[src/rtl/rg_pkg.sv]
package rg_pkg;
    localparam int ADDR_W   = 32;
    localparam int GRAN_W   = 5;
    localparam int GADDR_W  = ADDR_W - GRAN_W;
    localparam int DATA_W   = 32;
    localparam int IDX_W    = 3;
    localparam int SLOT_W   = 8;
    localparam int LANES    = DATA_W / SLOT_W;
    localparam int LANE_W   = $clog2(LANES);
    localparam int REG_AW   = 3;

    localparam logic [REG_AW-1:0] RA_CTRL  = 3'd0;
    localparam logic [REG_AW-1:0] RA_RSEL  = 3'd1;
    localparam logic [REG_AW-1:0] RA_BASE  = 3'd2;
    localparam logic [REG_AW-1:0] RA_LIMIT = 3'd3;
    localparam logic [REG_AW-1:0] RA_ATTR0 = 3'd4;
    localparam logic [REG_AW-1:0] RA_ATTR1 = 3'd5;

    typedef enum logic {ST_IDLE, ST_RESP} rg_state_e;

    typedef struct packed {
        logic pdef;
        logic keep;
        logic en;
    } rg_ctrl_t;
endpackage

[src/rtl/rg_regfile.sv]
module rg_regfile
    import rg_pkg::*;
#(
    parameter int N_REGIONS = 16,
    localparam int RSEL_W = $clog2(N_REGIONS)
) (
    input  logic                                clk,
    input  logic                                rst_n,
    input  logic                                reg_we,
    input  logic [REG_AW-1:0]                   reg_addr,
    input  logic [DATA_W-1:0]                   reg_wdata,
    output logic [DATA_W-1:0]                   reg_rdata,
    output rg_ctrl_t                            ctrl_o,
    output logic [DATA_W-1:0]                   attr_lo_o,
    output logic [DATA_W-1:0]                   attr_hi_o,
    output logic [N_REGIONS-1:0][GADDR_W-1:0]   base_o,
    output logic [N_REGIONS-1:0][GADDR_W-1:0]   limit_o,
    output logic [N_REGIONS-1:0][1:0]           ap_o,
    output logic [N_REGIONS-1:0]                xn_o,
    output logic [N_REGIONS-1:0][IDX_W-1:0]     idx_o,
    output logic [N_REGIONS-1:0]                en_o
);
    logic [RSEL_W-1:0]              rsel_q;
    logic [N_REGIONS-1:0][1:0]      share_q;

    // global registers
    always_ff @(posedge clk or negedge rst_n) begin
        if (!rst_n) begin
            ctrl_o    <= '0;
            rsel_q    <= '0;
            attr_lo_o <= '0;
            attr_hi_o <= '0;
        end else if (reg_we) begin
            case (reg_addr)
                RA_CTRL:  ctrl_o    <= rg_ctrl_t'(reg_wdata[2:0]);
                RA_RSEL:  rsel_q    <= reg_wdata[RSEL_W-1:0];
                RA_ATTR0: attr_lo_o <= reg_wdata;
                RA_ATTR1: attr_hi_o <= reg_wdata;
                default: ;
            endcase
        end
    end

    // per-region registers, reached through the selector
    always_ff @(posedge clk or negedge rst_n) begin
        if (!rst_n) begin
            base_o  <= '0;
            limit_o <= '0;
            share_q <= '0;
            ap_o    <= '0;
            xn_o    <= '0;
            idx_o   <= '0;
            en_o    <= '0;
        end else if (reg_we) begin
            for (int i = 0; i < N_REGIONS; i++) begin
                if (rsel_q == RSEL_W'(i)) begin
                    if (reg_addr == RA_BASE) begin
                        base_o[i]  <= reg_wdata[DATA_W-1:GRAN_W];
                        share_q[i] <= reg_wdata[4:3];
                        ap_o[i]    <= reg_wdata[2:1];
                        xn_o[i]    <= reg_wdata[0];
                    end else if (reg_addr == RA_LIMIT) begin
                        limit_o[i] <= reg_wdata[DATA_W-1:GRAN_W];
                        idx_o[i]   <= reg_wdata[3:1];
                        en_o[i]    <= reg_wdata[0];
                    end
                end
            end
        end
    end

    always_comb begin
        case (reg_addr)
            RA_CTRL:  reg_rdata = DATA_W'(ctrl_o);
            RA_RSEL:  reg_rdata = DATA_W'(rsel_q);
            RA_BASE:  reg_rdata = {base_o[rsel_q], share_q[rsel_q], ap_o[rsel_q], xn_o[rsel_q]};
            RA_LIMIT: reg_rdata = {limit_o[rsel_q], 1'b0, idx_o[rsel_q], en_o[rsel_q]};
            RA_ATTR0: reg_rdata = attr_lo_o;
            RA_ATTR1: reg_rdata = attr_hi_o;
            default:  reg_rdata = '0;
        endcase
    end
endmodule

[src/rtl/rg_match.sv]
module rg_match
    import rg_pkg::*;
#(
    parameter int N_REGIONS = 16
) (
    input  logic [GADDR_W-1:0]                  gaddr,
    input  logic [N_REGIONS-1:0][GADDR_W-1:0]   base_i,
    input  logic [N_REGIONS-1:0][GADDR_W-1:0]   limit_i,
    input  logic [N_REGIONS-1:0]                en_i,
    output logic [N_REGIONS-1:0]                hit_o
);
    // one parallel comparator pair per region
    for (genvar g = 0; g < N_REGIONS; g++) begin : g_cmp
        assign hit_o[g] = en_i[g] && (gaddr >= base_i[g]) && (gaddr <= limit_i[g]);
    end
endmodule

[src/rtl/rg_decide.sv]
module rg_decide
    import rg_pkg::*;
#(
    parameter int N_REGIONS = 16,
    localparam int RSEL_W = $clog2(N_REGIONS)
) (
    input  rg_ctrl_t                            ctrl_i,
    input  logic [DATA_W-1:0]                   attr_lo_i,
    input  logic [DATA_W-1:0]                   attr_hi_i,
    input  logic [N_REGIONS-1:0]                hit_i,
    input  logic [N_REGIONS-1:0][1:0]           ap_i,
    input  logic [N_REGIONS-1:0]                xn_i,
    input  logic [N_REGIONS-1:0][IDX_W-1:0]     idx_i,
    input  logic                                acc_write,
    input  logic                                acc_priv,
    input  logic                                acc_fetch,
    input  logic                                acc_handler,
    output logic                                fault_o,
    output logic [SLOT_W-1:0]                   attr_o
);
    logic [RSEL_W-1:0]  sel;
    logic               multi;
    logic               bypass;
    logic [IDX_W-1:0]   pidx;
    logic [DATA_W-1:0]  word;
    logic [SLOT_W-1:0]  slot;

    always_comb begin
        sel = '0;
        for (int i = 0; i < N_REGIONS; i++) begin
            if (hit_i[i]) sel = RSEL_W'(i);
        end
        multi  = |(hit_i & (hit_i - 1'b1));
        bypass = !ctrl_i.en || (acc_handler && !ctrl_i.keep);
        pidx   = idx_i[sel];
        word   = pidx[IDX_W-1] ? attr_hi_i : attr_lo_i;
        slot   = word[{pidx[LANE_W-1:0], 3'b000} +: SLOT_W];

        fault_o = 1'b0;
        attr_o  = '0;
        if (bypass) begin
            fault_o = 1'b0;
        end else if (multi) begin
            fault_o = 1'b1;
        end else if (hit_i == '0) begin
            fault_o = !(acc_priv && ctrl_i.pdef);
        end else begin
            fault_o = (acc_fetch && xn_i[sel])
                   || (acc_write && ap_i[sel][1])
                   || (!acc_priv && !ap_i[sel][0]);
            attr_o  = slot;
        end
    end
endmodule

[src/rtl/region_guard.sv]
module region_guard
    import rg_pkg::*;
#(
    parameter int N_REGIONS = 16
) (
    input  logic                clk,
    input  logic                rst_n,
    input  logic                reg_we,
    input  logic [2:0]          reg_addr,
    input  logic [31:0]         reg_wdata,
    output logic [31:0]         reg_rdata,
    input  logic                acc_valid,
    input  logic [26:0]         acc_gaddr,
    input  logic                acc_write,
    input  logic                acc_priv,
    input  logic                acc_fetch,
    input  logic                acc_handler,
    output logic                rsp_valid,
    output logic                rsp_fault,
    output logic [7:0]          rsp_attr
);
    rg_ctrl_t                           ctrl;
    logic [DATA_W-1:0]                  attr_lo, attr_hi;
    logic [N_REGIONS-1:0][GADDR_W-1:0]  base_v, limit_v;
    logic [N_REGIONS-1:0][1:0]          ap_v;
    logic [N_REGIONS-1:0]               xn_v, en_v;
    logic [N_REGIONS-1:0][IDX_W-1:0]    idx_v;
    logic [N_REGIONS-1:0]               hit_vec;
    logic                               fault_d;
    logic [SLOT_W-1:0]                  attr_d;
    logic                               ctrl_en, ctrl_keep;
    rg_state_e                          state_q, state_d;

    assign ctrl_en   = ctrl.en;
    assign ctrl_keep = ctrl.keep;

    rg_regfile #(.N_REGIONS(N_REGIONS)) u_regs (
        .clk(clk), .rst_n(rst_n), .reg_we(reg_we), .reg_addr(reg_addr),
        .reg_wdata(reg_wdata), .reg_rdata(reg_rdata), .ctrl_o(ctrl),
        .attr_lo_o(attr_lo), .attr_hi_o(attr_hi), .base_o(base_v),
        .limit_o(limit_v), .ap_o(ap_v), .xn_o(xn_v), .idx_o(idx_v), .en_o(en_v)
    );

    rg_match #(.N_REGIONS(N_REGIONS)) u_match (
        .gaddr(acc_gaddr), .base_i(base_v), .limit_i(limit_v),
        .en_i(en_v), .hit_o(hit_vec)
    );

    rg_decide #(.N_REGIONS(N_REGIONS)) u_decide (
        .ctrl_i(ctrl), .attr_lo_i(attr_lo), .attr_hi_i(attr_hi), .hit_i(hit_vec),
        .ap_i(ap_v), .xn_i(xn_v), .idx_i(idx_v), .acc_write(acc_write),
        .acc_priv(acc_priv), .acc_fetch(acc_fetch), .acc_handler(acc_handler),
        .fault_o(fault_d), .attr_o(attr_d)
    );

    // response state register
    always_ff @(posedge clk or negedge rst_n) begin
        if (!rst_n) state_q <= ST_IDLE;
        else        state_q <= state_d;
    end

    always_comb begin
        state_d = state_q;
        unique case (state_q)
            ST_IDLE: state_d = acc_valid ? ST_RESP : ST_IDLE;
            ST_RESP: state_d = acc_valid ? ST_RESP : ST_IDLE;
        endcase
    end

    // response outputs
    always_ff @(posedge clk or negedge rst_n) begin
        if (!rst_n) begin
            rsp_fault <= 1'b0;
            rsp_attr  <= '0;
        end else if (acc_valid) begin
            rsp_fault <= fault_d;
            rsp_attr  <= attr_d;
        end else begin
            rsp_fault <= 1'b0;
            rsp_attr  <= '0;
        end
    end

    assign rsp_valid = (state_q == ST_RESP);
endmodule

[config.mk]
export PLATFORM = sky130hd
export DESIGN_NAME = region_guard
export DESIGN_NICKNAME = d
export VERILOG_FILES = /design/src/rtl/rg_pkg.sv /design/src/rtl/rg_regfile.sv /design/src/rtl/rg_match.sv /design/src/rtl/rg_decide.sv /design/src/rtl/region_guard.sv
export SDC_FILE = /design/constraint.sdc
export NUM_CORES = 2
export LEC_CHECK = 0
export ABC_AREA = 1
export CELL_PAD_IN_SITES_DETAIL_PLACEMENT = 0
export CELL_PAD_IN_SITES_GLOBAL_PLACEMENT = 1
export CORE_MARGIN = 2
export CORE_UTILIZATION = 44
export DETAILED_ROUTE_END_ITERATION = 16
export HOLD_SLACK_MARGIN = 0.12
export PLACE_DENSITY_LB_ADDON = 0.1
export SETUP_SLACK_MARGIN = 0.5
export SLEW_MARGIN = 40
export SYNTH_ARGS = -nofsm -noshare
export SYNTH_HDL_FRONTEND = slang
export SYNTH_SLANG_ARGS = --single-unit
[constraint.sdc]
create_clock -name clk -period 3.1 [get_ports clk]
set_input_delay 0.465 -clock clk [delete_from_list [all_inputs] [get_ports clk]]
set_output_delay 0.465 -clock clk [all_outputs]
set_load 0.005 [all_outputs]
== Yosys cells after proc, flatten, opt, wreduce, memory -nomap -nowiden ==
Cells that the tools add are included.

* Add/subtract/negate cells: 1
* $mul: 0
* Divide/modulo/power cells: 0
* Order comparisons: 34
* Equal/unequal tests: 20
* Shifts and indexed selects: 1
* Mux-type cells: 46
* Bitwise gates (word level): 2
* Reduce and logical (&&, ||, !) cells: 85

{| class="wikitable"
|+ Operators by type and width
! kind !! number
|-
| $ge 27x27->1 || 16
|-
| $le 27x27->1 || 16
|-
| $bmux 27 s4 || 2
|-
| $pmux 32 s6 || 1
|-
| $reduce_and 4->1 || 16
|-
| $mux 27 || 2
|-
| $reduce_and 3->1 || 16
|-
| $logic_and 1x1->1 || 37
|-
| $eq 4x4->1 const B || 8
|-
| $mux 32 || 1
|-
| $mux 4 || 8
|-
| $mux 8 || 4
|-
| $shiftx 32x6->8 || 1
|-
| $bmux 2 s4 || 3
|-
| $bmux 3 s4 || 2
|-
| $mux 3 || 6
|-
| $and 16x16->16 || 1
|-
| $eq 4x3->1 const B || 4
|-
| $logic_not 16->1 || 1
|-
| $reduce_or 16->1 || 1
|-
| $sub 16x1->16 const B || 1
|-
| $bmux 1 s4 || 3
|-
| $lt 4x5->1 const B || 2
|-
| $mux 2 || 5
|-
| other kinds (12) || 32
|}

* Register bits: 1089
* Latch bits: 0
* RAM bits: 0
* Memory bits (read-only): 0
* Bits of input ports: 70
* Output and inout port bits: 42
* Memories: 0

== Longest topological paths before layout ==
* Word-level depth: 27
* Depth in mapped cells: 38
* Gate-level depth less buffers: 36

== Hierarchy ==
From an unflattened synthesis, not the netlist that was laid out.

* Cells, all modules: 11100
* Area, all modules: 77147.7 um^2

{| class="wikitable"
|+ Modules (own cells, without submodules)
! module !! times used !! cells each !! area each (um^2) !! seq. area each (um^2)
|-
| rg_regfile || 1 || 6468 || 49949.2 || 27000.9
|-
| rg_match || 1 || 4133 || 24502.2 || 0.0
|-
| rg_decide || 1 || 470 || 2367.3 || 0.0
|-
| region_guard || 1 || 29 || 329.1 || 250.2
|}

== Worst setup path before layout ==
Ideal clock, no wire load.

* Path kind: input -> register
* Start point: input acc_gaddr[0]
* End point: register rsp_attr[5]
* Setup time: 117 ps
* Arrival: 3570 ps
* Setup slack: -587 ps
* Stages: 22
* Path buffers: 1
* Cell sequence: inv_1 -> ha_1 -> o21ai_0 -> a221oi_1 -> o21ai_0 -> nand3_1 -> a21oi_1 -> o211ai_1 -> nand3_1 -> nand3_2 -> nand2_1 -> inv_2 -> nand2_1 -> nor2_2 -> inv_1 -> nand3_4 -> buf_2 -> nand3_1 -> nand3_1 -> nand2_1 -> nor2_1 -> nor2_1

* Word-level cells in the longest chain between the ends: 26
* Elaborated cells between the ends (all ways): 91
* Those cells by class: 1 x add/sub; 32 x order compare; 1 x shift; 22 x mux; 1 x bitwise; 34 x reduce/logical

{| class="wikitable"
|+ RTL lines
! what !! RTL line !! RTL
|-
| from (decl) || region_guard.sv:13 || <nowiki>input logic [26:0] acc_gaddr,</nowiki>
|-
| $ge 27x27->1 || rg_match.sv:14 || <nowiki>assign hit_o[g] = en_i[g] && (gaddr >= base_i[g]) && (gaddr <= limit_i[g]);</nowiki>
|-
| $logic_and 1x1->1 (2 in a row) || rg_match.sv:14 ||
|-
| $mux 1 || rg_decide.sv:31 || <nowiki>if (hit_i[i]) sel = RSEL_W'(i);</nowiki>
|-
| $mux 2 (2 in a row) || rg_decide.sv:31 ||
|-
| $mux 3 (4 in a row) || rg_decide.sv:31 ||
|-
| $mux 4 (8 in a row) || rg_decide.sv:31 ||
|-
| $bmux 3 s4 || rg_decide.sv:35 || <nowiki>pidx = idx_i[sel];</nowiki>
|-
| $mux 3 (implied by the code) || rg_decide.sv:35 ||
|-
| $mux 32 || rg_decide.sv:36 || <nowiki>word = pidx[IDX_W-1] ? attr_hi_i : attr_lo_i;</nowiki>
|-
| $shiftx 32x6->8 || rg_decide.sv:37 || <nowiki>slot = word[{pidx[LANE_W-1:0], 3'b000} +: SLOT_W];</nowiki>
|-
| $mux 8 || rg_decide.sv:45 || <nowiki>end else if (hit_i == '0) begin</nowiki>
|-
| $mux 8 * || rg_decide.sv:43 || <nowiki>end else if (multi) begin</nowiki>
|-
| $mux 8 * || rg_decide.sv:41 || <nowiki>if (bypass) begin</nowiki>
|-
| $mux 8 * || region_guard.sv:75 || <nowiki>end else if (acc_valid) begin</nowiki>
|-
| to (signal assigned) || region_guard.sv:77 || <nowiki>rsp_attr <= attr_d;</nowiki>
|-
| to (decl) || region_guard.sv:20 || <nowiki>output logic [7:0] rsp_attr</nowiki>
|}

Every way passes the cells marked *; elsewhere a longest branch is shown, timed or not. The select of a mux whose other input is x is not followed.
A chain may end at the register's enable or synchronous reset.

== Worst setup path after layout ==
* Start point: register u_regs.base_o[130] (netlist name)
* End point: register rsp_attr[5]

* Word-level cells in the longest chain between the ends: 23
* Elaborated cells between the ends (all ways): 27
* Those cells by class: 1 x add/sub; 1 x order compare; 1 x shift; 19 x mux; 1 x bitwise; 4 x reduce/logical

{| class="wikitable"
|+ RTL lines
! what !! RTL line !! RTL
|-
| from (decl) || rg_regfile.sv:16 || <nowiki>output logic [N_REGIONS-1:0][GADDR_W-1:0] base_o,</nowiki>
|-
| from (signal, indexed assignment) || rg_regfile.sv:58 || <nowiki>base_o[i] <= reg_wdata[DATA_W-1:GRAN_W];</nowiki>
|-
| $ge 27x27->1 * || rg_match.sv:14 ||
|-
| $logic_and 1x1->1 * (2 in a row) || rg_match.sv:14 ||
|-
| $mux 3 (4 in a row) || rg_decide.sv:31 ||
|-
| $mux 4 (8 in a row) || rg_decide.sv:31 ||
|-
| $bmux 3 s4 || rg_decide.sv:35 ||
|-
| $mux 3 (implied by the code) || rg_decide.sv:35 ||
|-
| $mux 32 || rg_decide.sv:36 ||
|-
| $shiftx 32x6->8 || rg_decide.sv:37 ||
|-
| $mux 8 || rg_decide.sv:45 ||
|-
| $mux 8 * || rg_decide.sv:43 ||
|-
| $mux 8 * || rg_decide.sv:41 ||
|-
| $mux 8 * || region_guard.sv:75 ||
|}

Marked as above.

==> metrics.csv <==
metric;value;unit
share of Yosys cell area claimed by the top area cell type;39.1;%
Layout fillers;14000;
Post-synth top cells;nand2_1 (1859), o21ai_0 (1415), inv_1 (1107), dfrtp_1 (1089), ha_1 (864);
Total GRT Usage;42.3;%
maximum net fanout on the critical path;8;
max frequency;238;MHz
CTS tree;yes;
Internal;37.5;mW
Critical Path AT;4910;ps
pin count of the biggest net entering global routing;123;
TritonCTS Buffers;136;
final hold vios;0;
DRC errors left;0;
DRT antenna net count;0;
Cell Count, Final, Fillers Out;12700;
Flop pwr share;29.5;%
clock root cell;clkbuf_16;
IO buf count;111;
Setup WS post-layout;-1100;ps
Crit Path Class;reg2reg;
commonest register cell after synthesis;dfrtp_1;
DP Wirelength;253000;µm
EDFF count, synth;0;
switching part of the total;37.5;%
dpl cells;12300;
Net Sw Power;22.5;mW
Die ar.;162000;µm²
Mapped Cells;8772;
worst rel slew slack;38.0;%
Leakage;44.6;nW
Worst EP required;3820;ps
worst min-delay path class;in2reg;
Synth area leader;dfrtp_1;
chip height;402;µm
register area share after synthesis;39.1;%
Vias per Instance;5.82;
Slew @ Worst Pin;925;ps
ranking of synthesized cells by area;dfrtp_1 (39%), ha_1 (15%), o21ai_0 (10%), nand2_1 (10%), inv_1 (6.0%);
share of post-route cells with drive strength above 1;25.7;%
P&R area growth vs syn;39.5;%
clock sink count;1089;
Clock Latency Late Sink;820;ps
status;finished with violations;
Syn Std Cell Area;69800;µm²
Post-synth ARST share;100;%
Comb power frac;42.0;%
Initial DRC Count;8507;
VDD IR max;0.652;mV
initial core utilization;44.2;%
Yosys warnings;0;
Seq cells post-synth;1089;
crit path time final;4200;ps
final core occ;61.7;%
Die Width;402;µm
# H-tree levels;4;
Clock Tree Buf Depth;3;
Worst Hold Slack;181;ps
r2r setup slk;-1100;ps
fin. max-slew vios;0;
Ports;112;
Seq. cell area;27300;µm²
clock share of power;28.6;%
CP Launch Type;flip-flop;
vias;73800;
max-cap violations;0;
pwr dens;616;nW/µm²
RSZ-0062 raised after global routing;true;
Tcrit/Tclk final;135;%
hold path cells;1;
setup violators final;41;
failing checks;setup timing;
Total Power;60.0;mW
Clock Skew;36.0;ps
synth unique cells;64;
RePlAce Congestion;1.04;
Clock transition at path regs;60;ps
top-count cell post-synth;nand2_1;
antenna violations before repair;19;
first-pass GRT wire length;496000;µm
Post-Synthesis Net Count;9706;
# rows;146;
WL final;348000;µm
multi-input logic area;39100;µm²
fin nets;11400;
FF-to-FF path depth;27;
Core Area;158000;µm²
synthesized area per cell;7.95;µm²
Routed wire per std cell;27.4;µm
number of global-route vias before repair;71000;
Overflow after GRT;0;
first-pass iteration count of the detailed router;8;
CP endpoint kind;flip-flop;
==> state kept, by name, indices dropped and copies added (netlist names) <==
| name | flops |
|---|---|
| u_regs.en_o | 16 |
| u_regs.ap_o | 32 |
| rsp_valid | 1 |
| u_regs.rsel_q | 4 |
| u_regs.xn_o | 16 |
| u_regs.base_o | 432 |
| u_regs.share_q | 32 |
| rsp_attr | 8 |
| rsp_fault | 1 |
| u_regs.ctrl_o | 3 |
| u_regs.attr_hi_o | 32 |
| u_regs.limit_o | 432 |
| u_regs.attr_lo_o | 32 |
| u_regs.idx_o | 48 |
==> power by group through the flow <==
stage	Sequential, mW	Combinational, mW	Clock (mW)
after CTS	17.6	23.2	17.3
after detailed placement	17.8	21.3	0
after global routing	17.9	27.0	17.8
after global placement	17.8	21.0	0
after floorplan	17.5	9.97	0
final	17.7	25.2	17.1
==> through the flow <==
step / worst slack, ps / instance area (µm²) / TNS, ps
floorplan: -480 / 69900 / -4240
global route: -1250 / 97300 / -36590
global placement: -1870 / 87200 / -35540
finish: -1100 / 97300 / -33610
CTS: -932 / 95300 / -31430
detailed placement: -1860 / 87200 / -35130
==> worst max-delay path, cell delays in order (launching register included) <==
cell and delay [ps]:
dfrtp_1 350, inv_1 50, ha_1 330, a21oi_1 280
o21ai_0 150, a21o_1 180, a21oi_1 170, nand3_1 220
nand3_1 180, buf_4 120, nand2_1 70, inv_1 100
a21oi_2 70, buf_4 160, o211ai_1 190, buf_4 170
nand2_1 90, nand2_4 150, buf_4 140, nand3_1 60
nand3_1 90, nand3_2 130, nand2_8 170, clkbuf_16 180
nand3_2 70, nand2_1 80, nor2_1 50, nor2_1 110
==> routing by layer <==
layer  vias to the layer above  GRT usage (%)  part of all wire [%]
li1                      33600              -                     -
met1                     35900           57.5                    42
met2                      3626           61.7                    42
met3                       788           9.20                   9.8
met4                        12           24.8                   6.7
met5                         -              0                 0.023
==> layout by cell type (no fill, tap or decap), types with 52 or more instances in the layout <==
cell type / instances
a22oi_1: 62
buf_12: 210
buf_6: 116
buf_4: 1590
nand3_1: 262
nand2_1: 1764
o21ai_1: 105
clkdlybuf4s50_1: 52
nor2_1: 201
nand3_2: 52
nand4_1: 132
ha_1: 849
a21oi_1: 377
o21ai_0: 1284
inv_1: 1073
o22ai_1: 243
clkbuf_16: 150
dfrtp_1: 1087
nand2_2: 79
==> repair_timing <==
item / CTS / global route
cloned: 15 / 11
hold buffers: 1 / 0
setup buffers: 90 / 42
endpoints found under the hold margin: 181 / 0
resized for setup: 667 / 304
pin swaps: 121 / 172
endpoints found under the setup margin: 125 / 152
==> cell families (layout without fill, tap and decap cells) <==
kind of cell | after synthesis | count (layout) | synth area share, %
flops | 1089 | 1089 | 39.1
fa+ha+maj | 864 | 864 | 15.5
other cells | 0 | 6 | 0
buf+inv | 1596 | 3435 | 8.75
compound gates | 2560 | 2560 | 20.8
simple gates | 2663 | 2665 | 15.9
==> worst paths after layout <==
check,startpoint,to
setup / recovery,u_regs.base_o[130],rsp_attr[5]
hold / removal,acc_valid,rsp_valid
setup reg to reg,u_regs.base_o[130],rsp_attr[5]
hold reg to reg,u_regs.base_o[352],u_regs.base_o[352]
max in group asynchronous,rst_n,u_regs.limit_o[216]
min in group asynchronous,rst_n,u_regs.limit_o[64]
==> layout make-up <==
type,count,area share (%)
Antenna cell,6,0.0154
Multi-Input combinational cell,6089,40.1
Sequential cell,1089,28.0
Clock inverter,54,0.706
Tap cell,2072,2.66
Timing Repair Buffer,2070,19.9
Clock buffer,195,4.15
Timing Repair inverter,1,0.0167
Inverter,1115,4.37
(Power assumes the default switching activity.)
